===== src/rtl/mwe_pkg.sv =====
`timescale 1ns/1ps
package mwe_pkg;

  typedef enum logic [1:0] {
    ST_IDLE  = 2'd0,
    ST_SHIFT = 2'd1,
    ST_FULL  = 2'd2,
    ST_BUSY  = 2'd3
  } mwe_state_e;

  localparam logic [1:0] OP_ERASE   = 2'b11;
  localparam logic [1:0] OP_SPECIAL = 2'b00;

  localparam logic [1:0] SUB_DISARM = 2'b00;
  localparam logic [1:0] SUB_ALL    = 2'b10;
  localparam logic [1:0] SUB_ARM    = 2'b11;

endpackage


===== src/rtl/mwe_sampler.sv =====
`timescale 1ns/1ps
module mwe_sampler (
  input  logic clk,
  input  logic rst_n,
  input  logic cs,
  input  logic sk,
  output logic cs_q,
  output logic bit_strobe
);

  logic sk_q;

  always_ff @(posedge clk or negedge rst_n) begin
    if (!rst_n) begin
      cs_q <= 1'b0;
      sk_q <= 1'b0;
    end else begin
      cs_q <= cs;
      sk_q <= sk;
    end
  end

  // sample on a fresh sk rise, or on cs rising while sk already high
  always_comb begin
    bit_strobe = cs & sk & (~sk_q | ~cs_q);
  end

endmodule


===== src/rtl/mwe_cmd_fsm.sv =====
`timescale 1ns/1ps
module mwe_cmd_fsm
  import mwe_pkg::*;
#(
  parameter int AW           = 6,
  parameter int ERASE_CYCLES = 40
) (
  input  logic          clk,
  input  logic          rst_n,
  input  logic          cs,
  input  logic          di,
  input  logic          bit_strobe,
  output mwe_state_e    state,
  output logic          clr_one,
  output logic          clr_all,
  output logic [AW-1:0] clr_addr,
  output logic          wen
);

  localparam int CMD_BITS = 2 + AW;
  localparam int CNT_W    = $clog2(CMD_BITS + 1);
  localparam int TMR_W    = $clog2(ERASE_CYCLES + 1);
  localparam logic [CNT_W-1:0] LAST_BIT = CNT_W'(CMD_BITS - 1);
  localparam logic [TMR_W-1:0] TMR_END  = TMR_W'(ERASE_CYCLES - 1);

  mwe_state_e          state_q, state_d;
  logic [CNT_W-1:0]    cnt_q, cnt_d;
  logic [CMD_BITS-1:0] sh_q, sh_d;
  logic [TMR_W-1:0]    tmr_q, tmr_d;
  logic [AW-1:0]       tgt_q, tgt_d;
  logic                all_q, all_d;
  logic                wen_q, wen_d;

  logic [1:0]    opcode;
  logic [AW-1:0] addr;
  logic [1:0]    sub;
  logic          tmr_done;

  always_comb begin
    opcode   = sh_q[CMD_BITS-1 -: 2];
    addr     = sh_q[AW-1:0];
    sub      = sh_q[AW-1 -: 2];
    tmr_done = (tmr_q == TMR_END);
  end

  always_comb begin
    state_d = state_q;
    cnt_d   = cnt_q;
    sh_d    = sh_q;
    tmr_d   = tmr_q;
    tgt_d   = tgt_q;
    all_d   = all_q;
    wen_d   = wen_q;
    unique case (state_q)
      ST_IDLE: begin
        if (bit_strobe && di) begin
          state_d = ST_SHIFT;
          cnt_d   = '0;
        end
      end
      ST_SHIFT: begin
        if (!cs) begin
          state_d = ST_IDLE;
        end else if (bit_strobe) begin
          sh_d  = {sh_q[CMD_BITS-2:0], di};
          cnt_d = cnt_q + 1'b1;
          if (cnt_q == LAST_BIT) state_d = ST_FULL;
        end
      end
      ST_FULL: begin
        if (!cs) begin
          state_d = ST_IDLE;
          if (opcode == OP_ERASE) begin
            if (wen_q) begin
              state_d = ST_BUSY;
              tmr_d   = '0;
              tgt_d   = addr;
              all_d   = 1'b0;
            end
          end else if (opcode == OP_SPECIAL) begin
            case (sub)
              SUB_ALL: begin
                if (wen_q) begin
                  state_d = ST_BUSY;
                  tmr_d   = '0;
                  all_d   = 1'b1;
                end
              end
              SUB_ARM:    wen_d = 1'b1;
              SUB_DISARM: wen_d = 1'b0;
              default:    ;
            endcase
          end
        end
      end
      ST_BUSY: begin
        if (tmr_done) state_d = ST_IDLE;
        else          tmr_d   = tmr_q + 1'b1;
      end
      default: state_d = ST_IDLE;
    endcase
  end

  always_ff @(posedge clk or negedge rst_n) begin
    if (!rst_n) begin
      state_q <= ST_IDLE;
      cnt_q   <= '0;
      sh_q    <= '0;
      tmr_q   <= '0;
      tgt_q   <= '0;
      all_q   <= 1'b0;
      wen_q   <= 1'b0;
    end else begin
      state_q <= state_d;
      cnt_q   <= cnt_d;
      sh_q    <= sh_d;
      tmr_q   <= tmr_d;
      tgt_q   <= tgt_d;
      all_q   <= all_d;
      wen_q   <= wen_d;
    end
  end

  always_comb begin
    state    = state_q;
    wen      = wen_q;
    clr_addr = tgt_q;
    clr_one  = (state_q == ST_BUSY) && tmr_done && !all_q;
    clr_all  = (state_q == ST_BUSY) && tmr_done &&  all_q;
  end

endmodule


===== src/rtl/mwe_word_array.sv =====
`timescale 1ns/1ps
module mwe_word_array #(
  parameter int AW = 6,
  parameter int DW = 16
) (
  input  logic          clk,
  input  logic          rst_n,
  input  logic          clr_one,
  input  logic          clr_all,
  input  logic [AW-1:0] clr_addr,
  input  logic [AW-1:0] rd_addr,
  output logic [DW-1:0] rd_data
);

  localparam int DEPTH = 1 << AW;

  logic [DW-1:0] words [DEPTH];

  for (genvar i = 0; i < DEPTH; i++) begin : g_word
    logic hit;
    always_comb hit = clr_all | (clr_one & (clr_addr == AW'(i)));
    always_ff @(posedge clk or negedge rst_n) begin
      if (!rst_n)   words[i] <= DW'(i);
      else if (hit) words[i] <= '1;
    end
  end

  always_comb rd_data = words[rd_addr];

endmodule


===== src/rtl/mwe_erase_ctrl.sv =====
`timescale 1ns/1ps
module mwe_erase_ctrl
  import mwe_pkg::*;
#(
  parameter int AW           = 6,
  parameter int DW           = 16,
  parameter int ERASE_CYCLES = 40
) (
  input  logic          clk,
  input  logic          rst_n,
  input  logic          cs,
  input  logic          sk,
  input  logic          di,
  output logic          do_o,
  input  logic [AW-1:0] rd_addr,
  output logic [DW-1:0] rd_data
);

  logic [1:0]    rst_pipe;
  logic          rst_sync_n;
  logic          cs_q;
  logic          bit_strobe;
  mwe_state_e    fsm_state;
  logic          clr_one;
  logic          clr_all;
  logic [AW-1:0] clr_addr;
  logic          wen;

  always_ff @(posedge clk or negedge rst_n) begin
    if (!rst_n) rst_pipe <= 2'b00;
    else        rst_pipe <= {rst_pipe[0], 1'b1};
  end
  assign rst_sync_n = rst_pipe[1];

  mwe_sampler u_fe (
    .clk        (clk),
    .rst_n      (rst_sync_n),
    .cs         (cs),
    .sk         (sk),
    .cs_q       (cs_q),
    .bit_strobe (bit_strobe)
  );

  mwe_cmd_fsm #(.AW(AW), .ERASE_CYCLES(ERASE_CYCLES)) u_fsm (
    .clk        (clk),
    .rst_n      (rst_sync_n),
    .cs         (cs),
    .di         (di),
    .bit_strobe (bit_strobe),
    .state      (fsm_state),
    .clr_one    (clr_one),
    .clr_all    (clr_all),
    .clr_addr   (clr_addr),
    .wen        (wen)
  );

  mwe_word_array #(.AW(AW), .DW(DW)) u_arr (
    .clk      (clk),
    .rst_n    (rst_sync_n),
    .clr_one  (clr_one),
    .clr_all  (clr_all),
    .clr_addr (clr_addr),
    .rd_addr  (rd_addr),
    .rd_data  (rd_data)
  );

  assign do_o = ~((fsm_state == ST_BUSY) & cs_q);

endmodule


===== config.mk =====
export PLATFORM = sky130hd
export DESIGN_NAME = mwe_erase_ctrl
export DESIGN_NICKNAME = d
export VERILOG_FILES = /design/src/rtl/mwe_pkg.sv /design/src/rtl/mwe_sampler.sv /design/src/rtl/mwe_cmd_fsm.sv /design/src/rtl/mwe_word_array.sv /design/src/rtl/mwe_erase_ctrl.sv
export SDC_FILE = /design/constraint.sdc
export NUM_CORES = 1
export LEC_CHECK = 0
export CAP_MARGIN = 20
export CORE_ASPECT_RATIO = 0.8
export CORE_MARGIN = 2
export CORE_UTILIZATION = 60
export DETAILED_ROUTE_END_ITERATION = 10
export PLACE_DENSITY = 0.8
export RECOVER_POWER = 100
export SLEW_MARGIN = 20
export SYNTH_ARGS = -nofsm -noshare
export SYNTH_HDL_FRONTEND = slang
export SYNTH_SLANG_ARGS = --single-unit

===== constraint.sdc =====
create_clock -name clk -period 3.3 [get_ports clk]
set_clock_uncertainty 0.1 [all_clocks]
set_input_delay 0.66 -clock clk [delete_from_list [all_inputs] [get_ports clk]]
set_output_delay 0.66 -clock clk [all_outputs]
set_load 0.005 [all_outputs]

==> results of run 1 <==
[synth_stat cells (8+ instances only)]
library cell and n:
dfrtp_1 96, a211o_1 48, nor2_1 43, nand2_1 31, mux2i_1 26, o21ai_0 26
clkbuf_1 22, mux2_2 15, mux4_2 15, mux4_1 13, buf_4 11, inv_1 11
a21oi_1 10, nand3_1 8
[registers in the layout, indices dropped and copies added, names as in the netlist]
name	count
rst_pipe	2
u_fe.sk_q	1
u_fsm.clr_addr	6
u_fsm.all_q	1
u_arr.words	64
u_fe.cs_q	1
u_fsm.tmr_q	6
u_fsm.state	2
u_fsm.wen	1
u_fsm.sh_q	8
u_fsm.cnt_q	4
[report_power, final]
part / switching, mW / total, mW / leakage [nW] / internal [mW]
combinational: 0.173 / 0.389 / 1.78 / 0.217
sequential: 0.119 / 1.37 / 1.31 / 1.25
clock: 0.418 / 0.792 / 0.0989 / 0.374
total: 0.710 / 2.55 / 3.19 / 1.84
[per-layer routing]
layer  vias up  track usage (%)  share of wire [%]
li1       1787                -                  -
met1      2121            41.27                 39
met2       248            47.61                 48
met3        43            10.19                9.6
met4         0            14.10                3.0
met5         -                0                  0
[path summary, 6_finish.rpt]
check,end,slack [ns],cells after the start
max,rd_data[8],0.007,11
min,rst_pipe[1],0.26,0
max reg2reg,u_arr.words[16],0.68,7
min reg2reg,rst_pipe[1],0.26,0
max in group asynchronous,u_arr.words[737],1.19,1
min in group asynchronous,rst_pipe[1],0.41,1
[timing repair]
action | in CTS | in global routing
setup buffers | 8 | 7
gates cloned | 3 | 0
resized for setup | 73 | 30
pin swaps | 7 | 9
hold buffers | 0 | 0
endpoints found under the setup margin | 16 | 14
[critical path, stage by stage]
cell and delay (ns):
buf_8 0.11, buf_12 0.14, buf_6 0.12, mux4_2 0.34
nor2_2 0.04, a311o_1 0.36, o221ai_2 0.27, o21a_1 0.20
buf_6 0.11, buf_6 0.09, buf_6 0.09
[per-stage QoR]
stage / instance area (um2) / hold slack (ns) / setup slack [ns] / setup TNS, ns
after detailed placement: 5758 / 0.2413 / -0.6105 / -8.274
final: 6227 / 0.2650 / 0.006654 / 0
after CTS: 6155 / 0.2633 / 0.002518 / 0
after global placement: 5758 / 0.2377 / -0.5115 / -7.224
after floorplan: 5255 / 0.2312 / 0.1832 / 0
after global routing: 6227 / 0.2878 / -0.06696 / -0.1677
[logic make-up after synthesis]
family	Yosys count	synth area share, %
flops	96	45.71
fa+ha+maj	6	1.429
other cells	1	0.07136
mux	69	21.10
simple gates	114	10.36
buf+inv	51	5.119
xor+xnor	4	0.6668
compound gates	110	15.55
[cell type report]
cell class,count,area [um2],area share (%)
clock buffer,10,137.6,2.210
clock inverter,6,67.56,1.085
inverter,11,41.29,0.6631
multi-input combinational,305,2701,43.38
sequential,96,2404,38.60
tap,112,140.1,2.250
timing repair buffer,81,735.7,11.81
==> metrics.txt, run 1 <==
global-route usage over all layers=31.22%; synth unique cells=52; Slew headroom=-0.4887%; Final Power=2.550 mW; leakage power=3.191 nW; Worst Setup SP=rd_addr[0]; synth top area cells=dfrtp_1, a211o_1, mux4_1; H-tree level count=3; Clock Sink Count=96; worst-margin pin slew=1.507 ns; Final min period=3.293 ns; CTS tree=done; CP arrival=2.53 ns; DIE HEIGHT=87.71 um; DIE AREA=0.009527 mm2; Iter 0 DRT Violations=370; vias post-DR=4199; Final Util=73.41%; drt drc=0; io pins=28; fin cells=621; RSZ-0062 raised after global routing=true; Final Max Slew Viols=71; fin crit share=99.80%; Crit path required time=2.54 ns; Syn Inst Count=451; Synth Cell Area=0.005255 mm2; GPL Wtd Cong=0.8972; FF+latch count, synth=96; Die X=108.6 um; Worst Hold Class=reg -> reg; layout cell share with drive strength beyond 1=29.08%; row cnt=30; largest area contributor in the netlist=dfrtp_1; ANT nets after route=0; largest net degree at the start of global routing=71; MaxCap Viol Count=1; dpl hpwl=8898 um; WL final=13910 um; Synthesis Warnings=0; part of the Yosys area used for sequential elements=45.71%; Max Root-Sink Buffers=2; Mapped Nets=468; failing checks=capacitance limit, slew limit; global-route wire length before repair=22430 um; Final Hold Violating Endpoints=0; Core Area=0.008483 mm2; starting density of the core=61.95%; Reg clk slew, reported paths=0.10 ns; Main synth FF type=dfrtp_1; placed insts=587; drt pass-1 iters=6; number of flops mapped to enable cells by yosys=0; Final setup viols=0; initial antenna violation count=0; clock root cell=clkbuf_8; Power Dens Cells=409.5 mW/mm2; via/cell ratio=6.762; most frequent cells in the layout=dfrtp_1, a211o_1, nor2_1; status=finished with violations; worst vdd ir=0.0003678 V; kind of critical path=in -> out; worst-path fanout max=8; CTS Buf Count=9; area grow syn2layout=18.50%; fill cell count=529; Hold Crit Start=rst_pipe[0]; Nets=521; Wirelength per Cell=22.40 um; number of global-route vias before repair=4245; clock latency on the worst-skew pair=0.37 ns; antenna diode count=0; Yosys top cell area share=45.71%; worst reg2reg path startpoint=u_fsm.tmr_q[0]; total grt overflow=0; critical path endpoint category=output pin; most common cell after layout, fill and taps aside=dfrtp_1; ys async rst share=100.0%; IO buf count=27; Syn Area/Cell=11.65 um2; Max Fclk=303.6 MHz; Critical Path Start Type=input pin
No activity file was read; power rests on OpenSTA's default activity.
==> inputs of run 2 (changes only) <==
Settings changed: CORE_ASPECT_RATIO 0.8 to 1.5.
==> run 2 against run 1 <==
The flow finishes with violations (capacitance limit, slew limit, setup timing). Clock power grew 34%. Routed wire length shrank 1.9%. Via count shrank 1.6%. Setup slack lost 0.016 ns. Flip-flop and latch count is the same. Global-route usage shrank 1.2 points. Maximum frequency shrank 0.49%. Combinational power grew 1%. Worst hold slack lost 0.017 ns. Power grew 11%. Largest power group unchanged.
==> metrics.txt, run 2 (synthesis gave the netlist of run 1 again) <==
status=finished with violations; failing checks=capacitance limit, slew limit, setup timing; drt pass-1 iters=5 (-1); via/cell ratio=6.748 (-0.20%); drt drc=0 (unchanged); Slew headroom=-48.26% (-48 points); most frequent cells in the layout=dfrtp_1, a211o_1, nor2_1; r2r endpoint=u_arr.words[48]; most common cell after layout, fill and taps aside=dfrtp_1; Critical-path top delay cell=mux2_4; row cnt=41 (+37%); CTS Buf Count=9 (unchanged); global-route wire length before repair=21690 um (-3.3%); kind of critical path=in -> out; MaxCap Viol Count=1 (unchanged); largest net degree at the start of global routing=65 (-8.5%); reg-to-reg slack, setup=0.69 ns (about the same); global-route usage over all layers=29.98% (-1.2 points); vias post-DR=4130 (-1.6%); Hold Path End=rst_pipe[1]; Nets=517 (-0.77%); initial antenna violation count=0 (unchanged); Max Root-Sink Buffers=2 (unchanged); Post-Place Worst Slack=-0.5883 ns (+0.02219 ns); leakage power=3.227 nW (+1.1%); antenna diode count=0 (unchanged); Hold Crit Start=rst_pipe[0]; worst reg2reg path startpoint=u_fsm.tmr_q[0]; CP arrival=2.55 ns (+0.02 ns); Max Fclk=302.2 MHz (-0.49%); worst-path fanout max=5 (-3); clock latency on the worst-skew pair=0.35 ns (-0.02 ns); Buf/Inv on CP=7 (+1); worst vdd ir=0.0005215 V (+42%); Final setup viols=2 (+2); fin crit share=100.3% (+0.49 points); Final min period=3.310 ns (+0.01617 ns); Crit path required time=2.54 ns (about the same); area grow syn2layout=20.50%; Iter 0 DRT Violations=458 (+24%); max reg flops=64 (unchanged); number of global-route vias before repair=4165 (-1.9%); Clock Sink Count=96 (unchanged); io pins=28 (unchanged); final setup TNS=-0.01480 ns (-0.01480 ns); starting density of the core=62.08% (+0.14 points); register bank with the most flops=u_arr.words; biggest regs=u_arr.words x64, u_fsm.sh_q x8; WL final=13640 um (-1.9%); worst-margin pin slew=2.224 ns (+0.7166 ns); ANT nets after route=0 (unchanged); IO buf count=27 (unchanged); Worst R2R Path Depth=7 (unchanged); Wirelength per Cell=22.29 um (-0.49%); setup ws final=-0.009517 ns (-0.01617 ns); worst path cell trace=buf_12, buf_12, bufbuf_16, buf_6, mux2_4, o2111ai_2, o211ai_1, o21a_2, buf_6, buf_4, buf_6; total grt overflow=0 (unchanged); Top cell by count, worst path=buf_6; critical path endpoint category=output pin; Worst Hold Class=reg -> reg; Critical Path Start Type=input pin; DIE HEIGHT=118.6 um (+35%); GPL Wtd Cong=0.9632 (+7.4%); Final Max Slew Viols=58 (-18%); Crit path max-delay family=buffers and inverters; Core Area=0.008464 mm2 (-0.22%); hold path cells=0 (unchanged); dpl hpwl=9136 um (+2.7%); Die X=80.41 um (-26%); Power Dens Cells=446.0 mW/mm2 (+8.9%); DIE AREA=0.009538 mm2 (+0.11%); layout cell share with drive strength beyond 1=28.32% (-0.76 points); Final Hold Violating Endpoints=0 (unchanged); Worst path max stage delay=0.30 ns (-0.06 ns); Reg clk slew, reported paths=0.06 ns (-0.04 ns); clock root cell=clkbuf_16; H-tree level count=3 (unchanged); CTS tree=done
-- run 2: cell types whose count changed in the layout (fill, tap and decap cells not counted), moves of 2 or more --
cell / previous run / this run
buf_16: 0 / 2
buf_4: 38 / 31
clkbuf_1: 3 / 1
clkbuf_16: 0 / 9
clkbuf_8: 10 / 1
clkdlybuf4s15_1: 1 / 6
clkinv_4: 1 / 3
mux2i_1: 18 / 20
mux2i_2: 5 / 3
mux4_1: 3 / 0
mux4_2: 25 / 28
nor2_1: 40 / 42
nor2b_2: 1 / 3
-- run 2: per-layer routing --
metal	up-vias	share of wire (%)	routed length [um]	GRT usage, %
met1	2086	38	5152	36.96
met4	0	5.1	692	17.27
met3	61	4.8	652	5.573
met5	-	0	0	0
li1	1784	-	-	-
met2	199	52	7147	48.70
-- run 2: worst reg2reg max path, cell delays in order, from the launching register on --
cell	delay (ns)
dfrtp_1	0.41
ha_1	0.23
and4bb_1	0.28
nand2_1	0.15
nor3_4	0.13
clkbuf_2	0.95
nor2_1	0.15
o21ai_0	0.14
-- run 2: power breakdown --
group / internal (mW) / total [mW] / switching [mW]
clock network: 0.611 / 1.06 / 0.451
registers: 1.25 / 1.37 / 0.118
logic: 0.217 / 0.394 / 0.177
-- run 2: layout make-up --
class                           count  area (um2)
Multi-Input combinational cell    305        2700
Sequential cell                    96        2402
Fill cell                         560        2132
Timing Repair Buffer               77       747.0
Clock buffer                       10       239.0
Tap cell                          107       133.9
Clock inverter                      6       68.82
Inverter                           11       41.29
-- run 2: worst max-delay path by stage --
stage	depth (start not counted)	end	start
floorplan	8	rd_data[10]	rd_addr[1]
global placement	8	rd_data[6]	rd_addr[2]
detailed placement	8	rd_data[13]	rd_addr[2]
CTS	10	rd_data[13]	rd_addr[0]
global route	10	rd_data[9]	rd_addr[0]
finish	11	rd_data[9]	rd_addr[0]
-- run 2: timing repair --
item	CTS	global route
buffers inserted	9	3
resized for setup	72	27
setup endpoints to repair	16	10
hold buffers	0	0
gates cloned	4	0
pin swaps	4	4
hold endpoints to repair	0	0
-- run 2: through the flow --
step	std cells	hold WS, ns	area [um2]	power, mW	util [%]
floorplan	451	0.2312	5255	1.596	-
global placement	580	0.2383	5737	1.699	67.78
detailed placement	580	0.2364	5737	1.729	67.78
CTS	609	0.2509	6295	2.812	74.37
global route	612	0.2556	6332	2.916	74.81
finish	612	0.2484	6332	2.824	74.81
==> inputs of run 3 (changes only) <==
Settings changed: CORE_UTILIZATION 60 to 62, CTS_BUF_LIST set to sky130_fd_sc_hd__clkbuf_8, PLACE_DENSITY 0.8 to 0.82.
==> run 3 against run 2 <==
The flow finishes with violations (setup timing). Critical path depth fell by 1. Largest cell class unchanged. Non-clock buffer count fell by 3. Setup slack got worse by 0.019 ns. First-iteration DRC count fell by 17%. Cell area fell by 3.9%.
==> metrics.txt, run 3 (synthesis gave the netlist of run 1 again) <==
status=finished with violations; failing checks=setup timing; critical path endpoint category=output pin; WL final=13160 um (-3.5%); CTS tree=done; antenna diode count=0 (unchanged); via/cell ratio=6.668 (-1.2%); Final Util=73.20% (-1.6 points); Final setup viols=2 (unchanged); Final min period=3.328 ns (+0.01863 ns); global-route wire length before repair=21230 um (-2.1%); worst vdd ir=0.0003835 V (-26%); total grt overflow=0 (unchanged); worst-path fanout max=7 (+2); DIE HEIGHT=116.8 um (-1.6%); row cnt=41 (unchanged); initial antenna violation count=0 (unchanged); H-tree level count=3 (unchanged); Power Dens Cells=403.6 mW/mm2 (-9.5%); Final Power=2.455 mW (-13%); Iter 0 DRT Violations=378 (-17%); dpl hpwl=9182 um (+0.51%); fin crit share=100.9% (+0.56 points); setup ws final=-0.02815 ns (-0.01863 ns); area grow syn2layout=15.76%; Worst Hold Class=reg -> reg; Core Area=0.008310 mm2 (-1.8%); most common cell after layout, fill and taps aside=dfrtp_1; Max Fclk=300.5 MHz (-0.56%); biggest regs=u_arr.words x64, u_fsm.sh_q x8; layout cell share with drive strength beyond 1=26.29% (-2.0 points); Reg clk slew, reported paths=0.08 ns (+0.02 ns); Slew headroom=1.338% (+50 points); DIE AREA=0.009243 mm2 (-3.1%); leakage power=3.145 nW (-2.5%); Post-Place Worst Slack=-0.6173 ns (-0.02907 ns); most frequent cells in the layout=dfrtp_1, a211o_1, nor2_1; CP arrival=2.57 ns (+0.02 ns); Nets=514 (-0.58%); global-route usage over all layers=30.88% (+0.89 points); vias post-DR=4061 (-1.7%); Max Root-Sink Buffers=2 (unchanged); Crit path required time=2.54 ns (about the same); drt drc=0 (unchanged); drt pass-1 iters=6 (+1); starting density of the core=63.23% (+1.1 points); Final Max Slew Viols=0 (-100%); MaxCap Viol Count=0 (-1); IO buf count=27 (unchanged); worst-margin pin slew=1.480 ns (-0.7440 ns); placed insts=577 (-0.52%); number of global-route vias before repair=4207 (+1.0%); Final Hold Violating Endpoints=0 (unchanged); fin cells=609 (-0.49%); Die X=79.17 um (-1.5%); ANT nets after route=0 (unchanged); io pins=28 (unchanged); Wirelength per Cell=21.62 um (-3.0%); largest net degree at the start of global routing=71 (+9.2%); Clock Sink Count=96 (unchanged); Critical Path Start Type=input pin; final setup TNS=-0.04815 ns (-0.03334 ns); clock root cell=clkbuf_8; register bank with the most flops=u_arr.words; kind of critical path=in -> out; CTS Buf Count=9 (unchanged); GPL Wtd Cong=0.9199 (-4.5%); RSZ-0062 raised after global routing=true; clock latency on the worst-skew pair=0.37 ns (+0.02 ns); max reg flops=64 (unchanged)
==> run 3: cell count changes in the layout (fill, tap and decap cells not counted), sizes merged <==
cell / delta
clkinv: -1
clkinvlp: +1
clkbuf: +5
clkdlybuf4s50: +1
dlygate4sd2: -1
clkdlybuf4s15: -4
dlymetal6s2s: -1
bufinv: -1
bufbuf: -1
buf: -1
==> run 3: timing repair <==
item,4_1_cts,5_1_grt
pin swaps,6,2
hold buffers,0,0
endpoints found under the setup margin,16,13
setup buffers,14,0
gates cloned,2,0
hold endpoints to repair,0,0
gates resized for setup,72,17
==> run 3: worst paths after layout <==
check                               startpoint          endpoint  slack, ns  cells past startpoint
worst max-delay path                rd_addr[0]       rd_data[14]      -0.03                     10
worst min-delay path               rst_pipe[0]       rst_pipe[1]       0.25                      0
worst max register to register  u_fsm.tmr_q[0]  u_arr.words[272]       0.80                      7
worst min register to register     rst_pipe[0]       rst_pipe[1]       0.25                      0
max in group asynchronous          rst_pipe[1]  u_arr.words[752]       1.23                      1
min in group asynchronous                rst_n       rst_pipe[1]       0.42                      1
==> run 3: stage by stage <==
stage	area, um2	hold slack, ns
detailed placement	5714	0.2393
global placement	5714	0.2385
floorplan	5255	0.2312
CTS	6105	0.2583
global route	6083	0.2760
finish	6083	0.2548
==> run 3: area by class of cell <==
| cell class | count | area (um2) |
|---|---|---|
| flip-flops and latches | 96 | 2404 |
| clock inverters | 5 | 41.29 |
| multi-input cells | 305 | 2655 |
| fillers | 563 | 2227 |
| repair buffers | 74 | 656.9 |
| well taps | 107 | 133.9 |
| inverters | 11 | 41.29 |
| clock buffers | 11 | 151.4 |
==> run 3: routing by layer <==
layer / vias to the layer above / wire length (um) / global-route usage [%]
li1: 1775 / - / -
met1: 2059 / 4824 / 34.36
met2: 168 / 6984 / 54.35
met3: 59 / 643 / 6.337
met4: 0 / 712 / 18.51
met5: - / 0 / 0
==> run 3: worst max-delay path: stages <==
cell and delay, ns:
buf_8 0.09, buf_12 0.13, buf_6 0.10, mux4_2 0.48
mux2_4 0.29, mux2i_4 0.16, o221ai_2 0.14, o21a_1 0.17
buf_4 0.15, clkdlybuf4s15_1 0.19
==> run 3: where the power goes <==
part | internal (mW) | switching (mW)
registers | 1.25 | 0.111
logic | 0.201 | 0.161
clock network | 0.319 | 0.414
total | 1.77 | 0.686
